`src/rtl/bbx_pkg.sv`:
```
package bbx_pkg;

    typedef enum logic [1:0] {
        PRIV_KERN = 2'b00,
        PRIV_SUPV = 2'b01,
        PRIV_USER = 2'b10,
        PRIV_RSVD = 2'b11
    } priv_e;

    typedef enum logic [1:0] {
        RSP_IDLE  = 2'b00,
        RSP_ISSUE = 2'b01,
        RSP_FAULT = 2'b10
    } rsp_state_e;

    localparam int unsigned SLOT_IBASE  = 0;
    localparam int unsigned SLOT_IBOUND = 1;
    localparam int unsigned SLOT_DBASE  = 2;
    localparam int unsigned SLOT_DBOUND = 3;
    localparam int unsigned NUM_SLOTS   = 4;

    localparam logic [2:0] SUPV_WINDOW = 3'b110;

endpackage

```
`src/rtl/bbx_regs.sv`:
```
module bbx_regs
    import bbx_pkg::*;
#(
    parameter int unsigned ADDR_W = 32,
    parameter int unsigned IDX_W  = 5
) (
    input  logic              clk,
    input  logic              rst_n,
    input  logic              cfg_we,
    input  logic [IDX_W-1:0]  cfg_idx,
    input  logic [ADDR_W-1:0] cfg_wdata,
    output logic [ADDR_W-1:0] ibase,
    output logic [ADDR_W-1:0] ibound,
    output logic [ADDR_W-1:0] dbase,
    output logic [ADDR_W-1:0] dbound,
    output logic              fwd_we,
    output logic [IDX_W-1:0]  fwd_idx,
    output logic [ADDR_W-1:0] fwd_wdata
);

    logic [ADDR_W-1:0] slot_q [NUM_SLOTS];
    logic              local_hit;

    assign local_hit = cfg_idx < IDX_W'(NUM_SLOTS);

    // Writes outside the translation slots go to the general file.
    assign fwd_we    = cfg_we && !local_hit;
    assign fwd_idx   = cfg_idx;
    assign fwd_wdata = cfg_wdata;

    for (genvar g = 0; g < NUM_SLOTS; g++) begin : g_slot
        always_ff @(posedge clk) begin
            if (!rst_n)
                slot_q[g] <= '0;
            else if (cfg_we && cfg_idx == IDX_W'(g))
                slot_q[g] <= cfg_wdata;
        end

        p_slot_load_r2: assert property (@(posedge clk) disable iff (!rst_n)
            (cfg_we && cfg_idx == IDX_W'(g)) |=> (slot_q[g] == $past(cfg_wdata)));

        p_slot_hold_r3: assert property (@(posedge clk) disable iff (!rst_n)
            !(cfg_we && cfg_idx == IDX_W'(g)) |=> $stable(slot_q[g]));
    end

    assign ibase  = slot_q[SLOT_IBASE];
    assign ibound = slot_q[SLOT_IBOUND];
    assign dbase  = slot_q[SLOT_DBASE];
    assign dbound = slot_q[SLOT_DBOUND];

endmodule

```
`src/rtl/bbx_check.sv`:
```
module bbx_check
    import bbx_pkg::*;
#(
    parameter int unsigned ADDR_W    = 32,
    parameter int unsigned PAGE_BITS = 12
) (
    input  logic [ADDR_W-1:0] vaddr,
    input  logic [1:0]        mode,
    input  logic              ifetch,
    input  logic [ADDR_W-1:0] ibase,
    input  logic [ADDR_W-1:0] ibound,
    input  logic [ADDR_W-1:0] dbase,
    input  logic [ADDR_W-1:0] dbound,
    output logic              fault,
    output logic [ADDR_W-1:0] paddr
);

    localparam logic [ADDR_W-1:0] OFS_MASK =
        {{(ADDR_W-PAGE_BITS){1'b0}}, {PAGE_BITS{1'b1}}};

    priv_e             priv;
    logic [ADDR_W-1:0] sel_base;
    logic [ADDR_W-1:0] sel_bound;
    logic [ADDR_W-1:0] page_addr;
    logic [2:0]        seg;
    logic              high;

    assign priv      = priv_e'(mode);
    assign sel_base  = ifetch ? ibase  : dbase;
    assign sel_bound = ifetch ? ibound : dbound;
    assign page_addr = vaddr & ~OFS_MASK;
    assign seg       = vaddr[ADDR_W-1 -: 3];
    assign high      = vaddr[ADDR_W-1];

    always_comb begin
        fault = 1'b0;
        paddr = vaddr;
        unique case (priv)
            PRIV_KERN: begin
                fault = 1'b0;
                paddr = vaddr;
            end
            PRIV_SUPV: begin
                fault = high && (seg != SUPV_WINDOW);
                paddr = vaddr;
            end
            PRIV_USER, PRIV_RSVD: begin
                if (high)
                    fault = 1'b1;
                else if (page_addr > sel_bound)
                    fault = 1'b1;
                paddr = vaddr + sel_base;
            end
        endcase
    end

endmodule

```
`src/rtl/bbx_xlate.sv`:
```
module bbx_xlate
    import bbx_pkg::*;
#(
    parameter int unsigned ADDR_W    = 32,
    parameter int unsigned IDX_W     = 5,
    parameter int unsigned DATA_W    = 64,
    parameter int unsigned SIZE_W    = 2,
    parameter int unsigned PAGE_BITS = 12
) (
    input  logic              clk,
    input  logic              rst_n,
    input  logic              cfg_we,
    input  logic [IDX_W-1:0]  cfg_idx,
    input  logic [ADDR_W-1:0] cfg_wdata,
    output logic              fwd_we,
    output logic [IDX_W-1:0]  fwd_idx,
    output logic [ADDR_W-1:0] fwd_wdata,
    input  logic              req_valid,
    input  logic [ADDR_W-1:0] req_vaddr,
    input  logic [1:0]        req_mode,
    input  logic              req_ifetch,
    input  logic              req_store,
    input  logic [SIZE_W-1:0] req_size,
    output logic              mem_valid,
    output logic [ADDR_W-1:0] mem_paddr,
    output logic              mem_store,
    output logic              mem_ifetch,
    output logic [SIZE_W-1:0] mem_size,
    input  logic [DATA_W-1:0] mem_rdata,
    output logic [DATA_W-1:0] core_rdata,
    output logic              exc_valid,
    output logic              exc_store,
    output logic [ADDR_W-1:0] exc_badaddr
);

    logic [ADDR_W-1:0] ibase, ibound, dbase, dbound;
    logic              chk_fault;
    logic [ADDR_W-1:0] chk_paddr;
    logic              eff_store;

    rsp_state_e        rsp_q, rsp_d;
    logic [ADDR_W-1:0] addr_q;
    logic              store_q, ifetch_q;
    logic [SIZE_W-1:0] size_q;

    bbx_regs #(.ADDR_W(ADDR_W), .IDX_W(IDX_W)) u_regs (
        .clk       (clk),
        .rst_n     (rst_n),
        .cfg_we    (cfg_we),
        .cfg_idx   (cfg_idx),
        .cfg_wdata (cfg_wdata),
        .ibase     (ibase),
        .ibound    (ibound),
        .dbase     (dbase),
        .dbound    (dbound),
        .fwd_we    (fwd_we),
        .fwd_idx   (fwd_idx),
        .fwd_wdata (fwd_wdata)
    );

    bbx_check #(.ADDR_W(ADDR_W), .PAGE_BITS(PAGE_BITS)) u_check (
        .vaddr  (req_vaddr),
        .mode   (req_mode),
        .ifetch (req_ifetch),
        .ibase  (ibase),
        .ibound (ibound),
        .dbase  (dbase),
        .dbound (dbound),
        .fault  (chk_fault),
        .paddr  (chk_paddr)
    );

    // A fetch is always a read.
    assign eff_store = req_store && !req_ifetch;

    always_comb begin
        if (!req_valid)
            rsp_d = RSP_IDLE;
        else if (chk_fault)
            rsp_d = RSP_FAULT;
        else
            rsp_d = RSP_ISSUE;
    end

    always_ff @(posedge clk) begin
        if (!rst_n) begin
            rsp_q    <= RSP_IDLE;
            addr_q   <= '0;
            store_q  <= 1'b0;
            ifetch_q <= 1'b0;
            size_q   <= '0;
        end else begin
            rsp_q <= rsp_d;
            if (req_valid) begin
                addr_q   <= chk_fault ? req_vaddr : chk_paddr;
                store_q  <= eff_store;
                ifetch_q <= req_ifetch;
                size_q   <= req_size;
            end
        end
    end

    always_comb begin
        mem_valid   = 1'b0;
        mem_paddr   = '0;
        mem_store   = 1'b0;
        mem_ifetch  = 1'b0;
        mem_size    = '0;
        exc_valid   = 1'b0;
        exc_store   = 1'b0;
        exc_badaddr = '0;
        core_rdata  = mem_rdata;
        unique case (rsp_q)
            RSP_IDLE: ;
            RSP_ISSUE: begin
                mem_valid  = 1'b1;
                mem_paddr  = addr_q;
                mem_store  = store_q;
                mem_ifetch = ifetch_q;
                mem_size   = size_q;
            end
            RSP_FAULT: begin
                exc_valid   = 1'b1;
                exc_store   = store_q;
                exc_badaddr = addr_q;
                core_rdata  = '0;
            end
            default: ;
        endcase
    end

    p_idle_quiet_r12: assert property (@(posedge clk) disable iff (!rst_n)
        !req_valid |=> (!mem_valid && !exc_valid));

    p_kernel_pass_r4: assert property (@(posedge clk) disable iff (!rst_n)
        (req_valid && req_mode == 2'b00) |=> (mem_valid && mem_paddr == $past(req_vaddr)));

    p_supv_window_r5: assert property (@(posedge clk) disable iff (!rst_n)
        (req_valid && req_mode == 2'b01 && req_vaddr[ADDR_W-1 -: 3] == SUPV_WINDOW)
        |=> (mem_valid && mem_paddr == $past(req_vaddr)));

    p_user_high_r6: assert property (@(posedge clk) disable iff (!rst_n)
        (req_valid && req_mode[1] && req_vaddr[ADDR_W-1])
        |=> (exc_valid && exc_badaddr == $past(req_vaddr)));

    p_store_kind_r10: assert property (@(posedge clk) disable iff (!rst_n)
        (req_valid && req_store && !req_ifetch) |=> (mem_valid ? mem_store : exc_store));

    p_fetch_read_r10: assert property (@(posedge clk) disable iff (!rst_n)
        (req_valid && req_ifetch) |=> (!mem_store && !exc_store));

endmodule

```
`config.mk`:
```
export PLATFORM = sky130hd
export DESIGN_NAME = bbx_xlate
export DESIGN_NICKNAME = d
export VERILOG_FILES = /design/src/rtl/bbx_pkg.sv /design/src/rtl/bbx_regs.sv /design/src/rtl/bbx_check.sv /design/src/rtl/bbx_xlate.sv
export SDC_FILE = /design/constraint.sdc
export NUM_CORES = 1
export LEC_CHECK = 0
export CAP_MARGIN = 40
export CORE_ASPECT_RATIO = 1.5
export CORE_MARGIN = 2
export CORE_UTILIZATION = 60
export DETAILED_ROUTE_END_ITERATION = 6
export DONT_BUFFER_PORTS = 1
export PLACE_DENSITY_LB_ADDON = 0.08
export SLEW_MARGIN = 20
export SYNTH_ARGS = -nofsm -noshare
export SYNTH_HDL_FRONTEND = slang
export SYNTH_SLANG_ARGS = --single-unit
```
`constraint.sdc`:
```
create_clock -name clk -period 9.2 [get_ports clk]
set_clock_uncertainty 0.2 [all_clocks]
set_input_delay 1.84 -clock clk [delete_from_list [all_inputs] [get_ports clk]]
set_output_delay 1.84 -clock clk [all_outputs]
set_load 0.05 [all_outputs]
```
==> reports/metrics.cfg <==
[cts]
post-cts-setup-buffers = 0
cts_hold_buf = 0
clkLatencyLatePin_ps = 420
cts_tree = built
ctsResizeCount = 0
cts_buffers = 17
clockRootBuffer = clkbuf_16
clk_pin_slew_ps = 70
htreeDepth = 4
cts_buffer_depth = 2
cts.sinks = 166

[yosys]
synth_area_mm2 = 0.0104
seq_area_frac_synth_pct = 44.3
synth.mux.area_fraction_pct = 5.96
avgSynthCellArea_um2 = 9.82
syn-instance-count = 1059
ys_ff_latch = 166
synth-compound-area-share_pct = 10.9
yosys-top-cells-area = edfxtp_1 37%, and2_1 16%, dfxtp_1 7.3%
yosys.area.top_type = edfxtp_1
synth_xor_area_share_pct = 1.60
yosysWarnings = 0
synth_top_area_share_pct = 37.0
synth-adder-area-share_pct = 6.33
ys.flop_type = edfxtp_1
synth_edf_count = 128
netlist_top_cells_count = 262 x and2_1, 128 x edfxtp_1, 78 x nand2_1
synth_top_family_by_area = simple AND/OR/NAND/NOR gates
syn_nets = 1254
post-synth-top-count-cell = and2_1
synth_cell_types = 55
synth-simple-area-share_pct = 25.7
synthArstFlopShare_pct = 0

[power]
switching_share_pct = 31.6
total_power_w = 0.00196
p_per_area_mw_per_mm2 = 179
peakVddDrop_mv = 0.124
p_leak_nw = 4.23
pwr-share-comb_pct = 20.5
seq_power_share_pct = 44.2
power_switching_w = 0.000622
p_clk_share_pct = 35.4
p_int_w = 0.00134

[sta]
fin_crit_sh_pct = 52.1
max_freq_mhz = 209
post-route-min-period_ps = 4790
slew_violations = 0
hold_viol_final = 0
setup_tns_ps = 0
worst_pin_slew_ps = 832
setup_violations = 0
rsz0062_at_grt = false
max_slew_margin_pct = 44.5

[worst_setup_path]
reg2reg_depth = 12
reg2reg_to = addr_q[30]
r2r_start = u_regs.slot_q[2][0]
arrival_ps = 4920
crit_path_max_fanout = 56
crit_type = input port to flip-flop
end_kind = flip-flop
cp_data_required_time_ps = 9330
critPathLaunchType = input port
ff2ff_setup_slack_ps = 5610

[hold_path]
hold_path_startpoint = addr_q[8]
worstHoldEndpoint = addr_q[8]
holdPathStages = 2
hp-class = flip-flop to flip-flop

[routing]
vias_per_cell = 6.11
wl_met3_um = 2910
vias = 7507
dr.max_layer_used = met5
wl_met1_um = 10900
ant_nets = 0
met2_length_um = 13200
drt-initial-drc-count = 436
drc = 0
wl_um = 28000
routedWlPerCell_um = 22.8
dr.pass1.iters = 5

[layout]
fillers = 1410
num-nets-final = 1190
drive_above_1_share_pct = 9.03
area_growth_pct = 5.51
final_area_mm2 = 0.0110
finalNonFillerCells = 1228

[global_routing]
grt_usage_pct = 30.0
grt_pass1_vias = 7194
grt_pass1_wl_um = 41600
grt_overflow = 0
grt_max_degree = 68
antenna_found_initial = 14

[place]
portBuffers = 0
place_area_mm2 = 0.0104
finalWeightedCongestion = 0.914
dp_hpwl_um = 21700
placedCellCount = 1189

[die]
chipHeight_um = 165
ios = 316
die_area_mm2 = 0.0184
rows = 59
coreArea_mm2 = 0.0172
initial_core_util_pct = 60.5
dieWidth_um = 111

[run_status]
status = finished clean

[flow_run]
maxCapViolCount = 0

[stage by stage]
step / worst slack [ps] / utilization [%] / hold WS [ps]
global placement: 4150 / 59.7 / 271
finish: 4410 / 63.8 / 293
global route: 4230 / 63.7 / 325
detailed placement: 4110 / 60.3 / 289
CTS: 4450 / 63.7 / 298
floorplan: 3680 / - / 245
[sequential cells by signal, summed over array words and instances, names as in the netlist]
register       flops
store_q            1
addr_q            32
ifetch_q           1
size_q             2
rsp_q              2
u_regs.slot_q    128
[critical path, stage by stage]
cell,delay [ps]
mux2_2,220
ha_1,170
inv_1,60
fa_1,360
nand2b_1,190
a211o_1,300
a211oi_1,500
o211ai_1,200
a21oi_1,350
nor3b_1,130
or3b_2,490
o221ai_1,80
[power groups by stage]
stage                     combinational (W)  sequential, W  clock, W
after floorplan                    0.000383       0.000879         0
after global placement             0.000394       0.000882         0
after detailed placement           0.000399       0.000884         0
after CTS                          0.000401       0.000868  0.000703
after global routing               0.000437       0.000873  0.000734
final                              0.000402       0.000867  0.000695
[how the worst max path moves through the flow]
stage	start	endpoint	slack (ps)	cells after the start
final	req_ifetch	addr_q[30]	4410	12
after global routing	rsp_q[0]	exc_badaddr[25]	4230	4
after CTS	rsp_q[0]	exc_badaddr[25]	4450	4
after detailed placement	req_ifetch	addr_q[31]	4110	10
after global placement	req_ifetch	addr_q[31]	4150	10
after floorplan	req_ifetch	addr_q[31]	3680	12
[per-layer routing]
layer / up-vias / GRT usage (%)
met5: - / 0
met2: 339 / 49.7
met1: 3525 / 35.8
met4: 10 / 11.7
met3: 50 / 10.9
li1: 3583 / -
[placed cells by master (no fill, tap or decap), types with 17 or more instances in the layout]
cell	count
dfxtp_1	38
edfxtp_1	128
nand2_1	78
o21ai_0	33
a21o_1	20
ha_1	51
mux2_2	31
and2_1	262
a21oi_1	48
nor2_1	51
clkbuf_16	17
mux2i_1	27
[final cells by class]
type                    count  area (µm²)  area share, %
repair buffers             12         145           1.32
clock inverters            15         158           1.44
clock buffers              17         425           3.88
diodes                      7        17.5          0.160
flip-flops and latches    166        4600           42.0
inverters                  14        52.6          0.479
well taps                 213         267           2.43
multi-input cells         784        5300           48.3
[logic make-up (layout without fill, tap and decap cells)]
logic type | count (synthesis) | count (layout)
compound gates | 173 | 173
mux | 58 | 58
fa+ha+maj | 52 | 52
other cells | 0 | 7
xor+xnor | 19 | 19
flops | 166 | 166
simple gates | 482 | 482
buf+inv | 109 | 58
(Power assumes the default switching activity.)
